[config.mk]
export PLATFORM = sky130hd
export DESIGN_NAME = tick_timer
export DESIGN_NICKNAME = d
export VERILOG_FILES = /design/src/rtl/tmr_pkg.sv /design/src/rtl/tmr_regs.sv /design/src/rtl/tmr_prescale.sv /design/src/rtl/tmr_counter.sv /design/src/rtl/tick_timer.sv
export SDC_FILE = /design/constraint.sdc
export NUM_CORES = 1
export LEC_CHECK = 0
export BUFFER_PORTS_ARGS = -buffer_cell sky130_fd_sc_hd__clkbuf_2
export CAP_MARGIN = 20
export CORE_ASPECT_RATIO = 1.1
export CORE_UTILIZATION = 40
export DETAILED_ROUTE_END_ITERATION = 16
export GPL_TIMING_DRIVEN = 0
export SKIP_LAST_GASP = 1
export SLEW_MARGIN = 20
export SYNTH_ARGS = -nofsm -noshare
export SYNTH_HDL_FRONTEND = slang
export SYNTH_HIERARCHICAL = 1
export SYNTH_SLANG_ARGS = --single-unit
[constraint.sdc]
create_clock -name clk -period 10.2 [get_ports clk]
set_clock_uncertainty 0.05 [all_clocks]
set_input_delay 2.04 -clock clk [delete_from_list [all_inputs] [get_ports clk]]
set_output_delay 2.04 -clock clk [all_outputs]
set_load 0.02 [all_outputs]
[src/rtl/tmr_pkg.sv]
package tmr_pkg;

    typedef enum logic [1:0] {
        ST_IDLE = 2'd0,
        ST_RUN  = 2'd1,
        ST_DONE = 2'd2
    } tmr_state_e;

    localparam logic [1:0] SEL_INIT = 2'd0;
    localparam logic [1:0] SEL_DIV  = 2'd1;
    localparam logic [1:0] SEL_LVT  = 2'd2;
    localparam logic [1:0] SEL_CTRL = 2'd3;

    localparam int VEC_W        = 8;
    localparam int LVT_MASK_BIT = 16;
    localparam int LVT_PER_BIT  = 17;
    localparam int CTRL_EN_BIT  = 8;
    localparam int SHIFT_W      = 3;

    // Packed code {b3,b1,b0}; exponent is code+1 wrapping in 3 bits.
    function automatic logic [SHIFT_W-1:0] div_exp(input logic [SHIFT_W-1:0] code);
        return code + 3'd1;
    endfunction

endpackage

[src/rtl/tmr_regs.sv]
module tmr_regs
    import tmr_pkg::*;
#(
    parameter int CNT_W = 32
) (
    input  logic               clk,
    input  logic               rst_n,
    input  logic               wr_en,
    input  logic [1:0]         wr_sel,
    input  logic [CNT_W-1:0]   init_wr,
    input  logic [SHIFT_W-1:0] div_code_wr,
    input  logic [VEC_W-1:0]   vec_wr,
    input  logic               mask_wr,
    input  logic               per_wr,
    input  logic               en_wr,
    output logic [CNT_W-1:0]   init_q,
    output logic [SHIFT_W-1:0] shift_o,
    output logic [VEC_W-1:0]   vec_q,
    output logic               mask_q,
    output logic               per_q,
    output logic               sw_en_q,
    output logic [31:0]        lvt_word
);

    logic [SHIFT_W-1:0] code_q;

    always_ff @(posedge clk) begin
        if (!rst_n) begin
            init_q  <= '0;
            code_q  <= '0;
            vec_q   <= '0;
            mask_q  <= 1'b1;
            per_q   <= 1'b0;
            sw_en_q <= 1'b0;
        end else if (wr_en) begin
            unique case (wr_sel)
                SEL_INIT: init_q <= init_wr;
                SEL_DIV:  code_q <= div_code_wr;
                SEL_LVT: begin
                    vec_q  <= vec_wr;
                    per_q  <= per_wr;
                    mask_q <= mask_wr | ~sw_en_q;
                end
                SEL_CTRL: begin
                    sw_en_q <= en_wr;
                    if (!en_wr) mask_q <= 1'b1;
                end
            endcase
        end
    end

    assign shift_o = div_exp(code_q);

    always_comb begin
        lvt_word               = '0;
        lvt_word[VEC_W-1:0]    = vec_q;
        lvt_word[LVT_MASK_BIT] = mask_q;
        lvt_word[LVT_PER_BIT]  = per_q;
    end

    // a disabled unit never holds an unmasked entry
    p_masked_while_off_r7: assert property (@(posedge clk) disable iff (!rst_n)
        !sw_en_q |-> mask_q);

    // a control write clearing the enable leaves the entry masked
    p_disable_masks_r8: assert property (@(posedge clk) disable iff (!rst_n)
        (wr_en && wr_sel == SEL_CTRL && !en_wr) |=> (mask_q && !sw_en_q));

endmodule

[src/rtl/tmr_prescale.sv]
module tmr_prescale
    import tmr_pkg::*;
(
    input  logic               clk,
    input  logic               rst_n,
    input  logic               clr,
    input  logic               run,
    input  logic [SHIFT_W-1:0] shift,
    output logic               tick
);

    localparam int PRE_W = (2 ** SHIFT_W) - 1;

    logic [PRE_W-1:0] pre_q;
    logic [PRE_W:0]   limit;

    assign limit = ((PRE_W+1)'(1) << shift) - (PRE_W+1)'(1);
    assign tick  = run && !clr && ({1'b0, pre_q} >= limit);

    always_ff @(posedge clk) begin
        if (!rst_n || clr || !run || tick)
            pre_q <= '0;
        else
            pre_q <= pre_q + 1'b1;
    end

    // a restart always begins a fresh divider period
    p_phase_clear_r2: assert property (@(posedge clk) disable iff (!rst_n)
        clr |=> (pre_q == '0));

endmodule

[src/rtl/tmr_counter.sv]
module tmr_counter
    import tmr_pkg::*;
#(
    parameter int CNT_W = 32
) (
    input  logic             clk,
    input  logic             rst_n,
    input  logic             load_i,
    input  logic [CNT_W-1:0] load_val_i,
    input  logic [CNT_W-1:0] init_i,
    input  logic             tick_i,
    input  logic             periodic_i,
    input  logic             deliver_en_i,
    input  logic [VEC_W-1:0] vec_i,
    output logic [CNT_W-1:0] cnt_o,
    output logic             run_o,
    output logic             irq_o,
    output logic [VEC_W-1:0] irq_vec_o
);

    tmr_state_e       st_q, st_d;
    logic [CNT_W-1:0] cnt_q, cnt_d;
    logic             expire;

    // next-state: START / RESTART / STOP on load, RELOAD / FINISH at expiry
    always_comb begin
        st_d   = st_q;
        cnt_d  = cnt_q;
        expire = 1'b0;
        if (load_i) begin
            cnt_d = load_val_i;
            st_d  = (load_val_i != '0) ? ST_RUN : ST_IDLE;
        end else begin
            unique case (st_q)
                ST_IDLE, ST_DONE: ;
                ST_RUN: begin
                    if (tick_i) begin
                        if (cnt_q == CNT_W'(1)) begin
                            expire = 1'b1;
                            if (periodic_i) begin
                                cnt_d = init_i;
                            end else begin
                                cnt_d = '0;
                                st_d  = ST_DONE;
                            end
                        end else begin
                            cnt_d = cnt_q - CNT_W'(1);
                        end
                    end
                end
                default: st_d = ST_IDLE;
            endcase
        end
    end

    // state register
    always_ff @(posedge clk) begin
        if (!rst_n) begin
            st_q  <= ST_IDLE;
            cnt_q <= '0;
        end else begin
            st_q  <= st_d;
            cnt_q <= cnt_d;
        end
    end

    // outputs
    always_ff @(posedge clk) begin
        if (!rst_n) begin
            irq_o     <= 1'b0;
            irq_vec_o <= '0;
        end else begin
            irq_o     <= expire && deliver_en_i;
            if (expire) irq_vec_o <= vec_i;
        end
    end

    assign cnt_o = cnt_q;
    assign run_o = (st_q == ST_RUN);

    // a request implies delivery was allowed at the expiry edge
    p_irq_gated_r6: assert property (@(posedge clk) disable iff (!rst_n)
        irq_o |-> $past(deliver_en_i));

    // a finished one-shot holds zero until a new start write
    p_oneshot_hold_r4: assert property (@(posedge clk) disable iff (!rst_n)
        (st_q == ST_DONE && !load_i) |=> (st_q == ST_DONE && cnt_q == '0));

    // while running the count moves by at most one or reloads
    p_count_step_r3: assert property (@(posedge clk) disable iff (!rst_n)
        (st_q == ST_RUN && !load_i) |=>
            (cnt_q == $past(cnt_q) || cnt_q == CNT_W'($past(cnt_q) - CNT_W'(1))
             || cnt_q == $past(init_i)));

    // a zero start value parks the counter
    p_zero_stops_r10: assert property (@(posedge clk) disable iff (!rst_n)
        (load_i && load_val_i == '0) |=> (st_q == ST_IDLE && cnt_q == '0 && !irq_o));

endmodule

[src/rtl/tick_timer.sv]
module tick_timer
    import tmr_pkg::*;
#(
    parameter int CNT_W  = 32,
    parameter int DATA_W = 32
) (
    input  logic              clk,
    input  logic              rst_n,
    input  logic              unit_hw_en,
    input  logic              wr_en,
    input  logic [1:0]        wr_sel,
    input  logic [DATA_W-1:0] wr_data,
    output logic [CNT_W-1:0]  cur_count,
    output logic [31:0]       lvt_value,
    output logic              irq_req,
    output logic [VEC_W-1:0]  irq_vec
);

    logic [CNT_W-1:0]   init_q;
    logic [SHIFT_W-1:0] shift;
    logic [VEC_W-1:0]   vec_q;
    logic               mask_q, per_q, sw_en_q;
    logic               load, tick, running, deliver_en;

    assign load       = wr_en && (wr_sel == SEL_INIT);
    assign deliver_en = unit_hw_en && sw_en_q && !mask_q;

    tmr_regs #(.CNT_W(CNT_W)) u_regs (
        .clk         (clk),
        .rst_n       (rst_n),
        .wr_en       (wr_en),
        .wr_sel      (wr_sel),
        .init_wr     (wr_data[CNT_W-1:0]),
        .div_code_wr ({wr_data[3], wr_data[1:0]}),
        .vec_wr      (wr_data[VEC_W-1:0]),
        .mask_wr     (wr_data[LVT_MASK_BIT]),
        .per_wr      (wr_data[LVT_PER_BIT]),
        .en_wr       (wr_data[CTRL_EN_BIT]),
        .init_q      (init_q),
        .shift_o     (shift),
        .vec_q       (vec_q),
        .mask_q      (mask_q),
        .per_q       (per_q),
        .sw_en_q     (sw_en_q),
        .lvt_word    (lvt_value)
    );

    tmr_prescale u_pre (
        .clk   (clk),
        .rst_n (rst_n),
        .clr   (load),
        .run   (running),
        .shift (shift),
        .tick  (tick)
    );

    tmr_counter #(.CNT_W(CNT_W)) u_cnt (
        .clk          (clk),
        .rst_n        (rst_n),
        .load_i       (load),
        .load_val_i   (wr_data[CNT_W-1:0]),
        .init_i       (init_q),
        .tick_i       (tick),
        .periodic_i   (per_q),
        .deliver_en_i (deliver_en),
        .vec_i        (vec_q),
        .cnt_o        (cur_count),
        .run_o        (running),
        .irq_o        (irq_req),
        .irq_vec_o    (irq_vec)
    );

    // one-shot expiry never yields back-to-back requests
    p_pulse_oneshot_r11: assert property (@(posedge clk) disable iff (!rst_n)
        (irq_req && !per_q && !wr_en) |=> !irq_req);

endmodule

==> impl_metrics.yaml <==
clocking:
  root_buffer: "clkbuf_16"
  clk_latency_ns: 0.35
  postCtsSetupBuffers: 0
  postCtsHoldBufs: 0
  clkSinkCount: 96
  post_cts_resized: 0
  cts_tree: "done"
  path_clk_slew_ns: 0.06
  htreeDepth: 3
  cts_buffers: 9
  clock_path_buffers: 2
sta:
  finalCritPeriodShare_pct: 42.6
  post-route-min-period_ns: 4.34
  final.setup.tns_ns: 0
  finalMaxSlewViolations: 0
  max_freq_mhz: 230
  slew-limit-headroom_pct: 29.5
  whs_ns: 0.401
  tightest_slew_ns: 1.05
  hold_violations: 0
  rsz0062_at_grt: "false"
  finalSetupViolCount: 0
synth:
  synthCells: 661
  ys_seq_area_share_pct: 36.1
  synth_xor_area_share_pct: 5.43
  synth_edf_count: 0
  synthSimpleGateAreaFrac_pct: 27.3
  synthFlopType: "dfxtp_1"
  ys_ff_latch: 96
  synth_cell_types: 57
  syn_area_per_cell_sq_um: 8.05
  synth.area.mux_share_pct: 0
  synthAdderAreaFrac_pct: 2.59
  async_reset_ff_share_pct: 0
  synth_top_family_by_area: "simple AND/OR/NAND/NOR gates"
  yosys_warnings: 6
  netlist_area_sq_um: 5320
  synth_compound_area_share_pct: 19.6
min_path:
  hold_class: "reg2reg"
  min_path_cells: 2
  hp-start: "u_cnt/irq_vec_o[5]"
  worst_hold_path.endpoint: "u_cnt/irq_vec_o[5]"
pwr:
  peakVddDrop_v: 0.0000710
  powerDensity_nw_per_um2: 155
  p_switching_uw: 318
  clkPwrFrac_pct: 32.9
  p_leak_uw: 0.00253
  switching_share_pct: 32.6
  pwr-share-seq_pct: 42.1
  intPower_uw: 658
  combPwrFrac_pct: 25.0
routing:
  drtIter0Drc: 436
  ant_nets: 0
  drt_wl_total_microns: 17800
  via_count: 5515
  post-route-drc-count: 5
  vias_per_cell: 5.85
  avgRoutedWirePerCell_microns: 18.9
  dr.pass1.iters: 11
worst_setup_path:
  rr_worst_depth: 11
  crit-reg2reg-launch: "u_regs/code_q[0]"
  cp-start-kind: "input port"
  r2r_slack_ns: 6.02
  r2r_end: "u_cnt/cnt_o[22]"
  crit_type: "in2reg"
  crit_arrival_ns: 4.55
  worst_ep_required_time_ns: 10.41
  end_kind: "flop"
  cp_max_fo: 10
die:
  rows: 43
  start_util_pct: 41.6
  fp.dieH_microns: 123
  io_pins: 111
  die_x_microns: 112
  fp.coreArea_sq_um: 12800
  die-area_sq_um: 13800
flow_run:
  cap_violations: 0
finish:
  mostFrequentLayoutCell: "dfxtp_1"
  finish.utilization_pct: 49.3
  area_delta_synth_final_pct: 18.6
  mostFrequentLayoutCells: "96 x dfxtp_1, 91 x clkbuf_2, 87 x nand2_1"
  finish.net_count: 830
  n_antenna_cell: 0
  drive_above_1_share_pct: 20.8
  final_area_sq_um: 6310
  fin_cells: 942
status:
  status: "finished, violations left"
  violations: "design-rule violations"
grt:
  grt_max_degree: 15
  grt.total_usage_pct: 26.1
  overflow: 0
  antenna_found_initial: 0
  grt_pass1_vias: 5067
  grt_pass1_wl_microns: 27400
placed_design:
  numPlacedInstances: 927
  finalWeightedCongestion: 0.932
  io_buffer_count: 88
  dpl_cell_area_sq_um: 6040
  dp_hpwl_microns: 13000
[flip-flops by register name, indices dropped and copies added (netlist names)]
name and flops:
u_regs/code_q 3, u_regs/vec_q 8, u_cnt/irq_o 1, u_regs/per_q 1, u_cnt/st_q 2, u_cnt/cnt_o 32
u_regs/sw_en_q 1, u_cnt/irq_vec_o 8, u_pre/pre_q 7, u_regs/mask_q 1, u_regs/init_q 32
[cell usage after synthesis, types with 13 or more instances]
| library cell | number | share of area (%) |
|---|---|---|
| nor2_1 | 39 | 2.8 |
| xnor2_1 | 16 | 2.6 |
| nor4_1 | 15 | 1.8 |
| dfxtp_1 | 96 | 36 |
| nand3_1 | 70 | 6.6 |
| nand4_1 | 13 | 1.5 |
| o221ai_1 | 14 | 2.3 |
| a22oi_1 | 17 | 2.4 |
| clkbuf_1 | 28 | 2.0 |
| buf_4 | 35 | 4.9 |
| a21oi_1 | 19 | 1.8 |
| a31oi_1 | 24 | 2.8 |
| nand2_1 | 87 | 6.1 |
| o21ai_0 | 47 | 4.4 |
| xor2_1 | 17 | 2.8 |
[stage by stage]
step / power, uW / worst slack [ns]
floorplan: 587 / 6.43
global placement: 653 / 5.64
detailed placement: 657 / 5.52
CTS: 976 / 5.87
global route: 1020 / 5.70
finish: 976 / 5.86
[routing by layer]
metal	share of wire, %	track usage, %
met1	43	34.2
met2	46	42.7
met5	0	0
met4	3.3	12.3
met3	7.7	3.68
[kinds of logic (layout without fill, tap and decap cells)]
kind of cell,count (synthesis),count (layout)
flip-flops,96,96
AND/OR/NAND/NOR,277,277
XOR/XNOR,33,33
adder cells (fa/ha/maj),11,11
other,1,22
AO/OA/AOI/OAI,159,159
buffers and inverters,84,187
[layout make-up]
type | instances | area [sq um]
Fill cell | 1311 | 6490
Clock buffer | 11 | 253
Buffer | 74 | 434
Timing Repair Buffer | 88 | 440
Clock inverter | 4 | 20.0
Sequential cell | 96 | 1920
Tap cell | 157 | 196
Multi-Input combinational cell | 502 | 3010
Inverter | 10 | 37.5
[worst max-delay path by stage]
stage	startpoint	to	slack, ns	depth (start not counted)
after floorplan	wr_en	u_cnt/cnt_o[18]	6.43	6
after global placement	wr_en	u_cnt/cnt_o[22]	5.64	7
after detailed placement	wr_en	u_cnt/cnt_o[22]	5.52	7
after CTS	wr_en	u_cnt/cnt_o[22]	5.87	7
after global routing	wr_en	u_cnt/irq_vec_o[6]	5.70	9
final	wr_en	u_cnt/cnt_o[22]	5.86	7
[power groups by stage]
stage / Clock, uW / Sequential [uW] / Combinational (uW)
6_report: 321 / 411 / 244
5_1_grt: 339 / 413 / 264
4_1_cts: 327 / 411 / 239
3_5_place_dp: 0 / 419 / 238
3_3_place_gp: 0 / 418 / 235
2_1_floorplan: 0 / 425 / 162
[critical path, stage by stage]
cell and delay, ns:
clkbuf_2 0.13, nor3b_2 0.20, nor3b_1 0.49, a21oi_2 0.29, nor3_1 0.85, nand2_1 0.28, o221ai_1 0.27
Power figures use the tool's default switching activity.
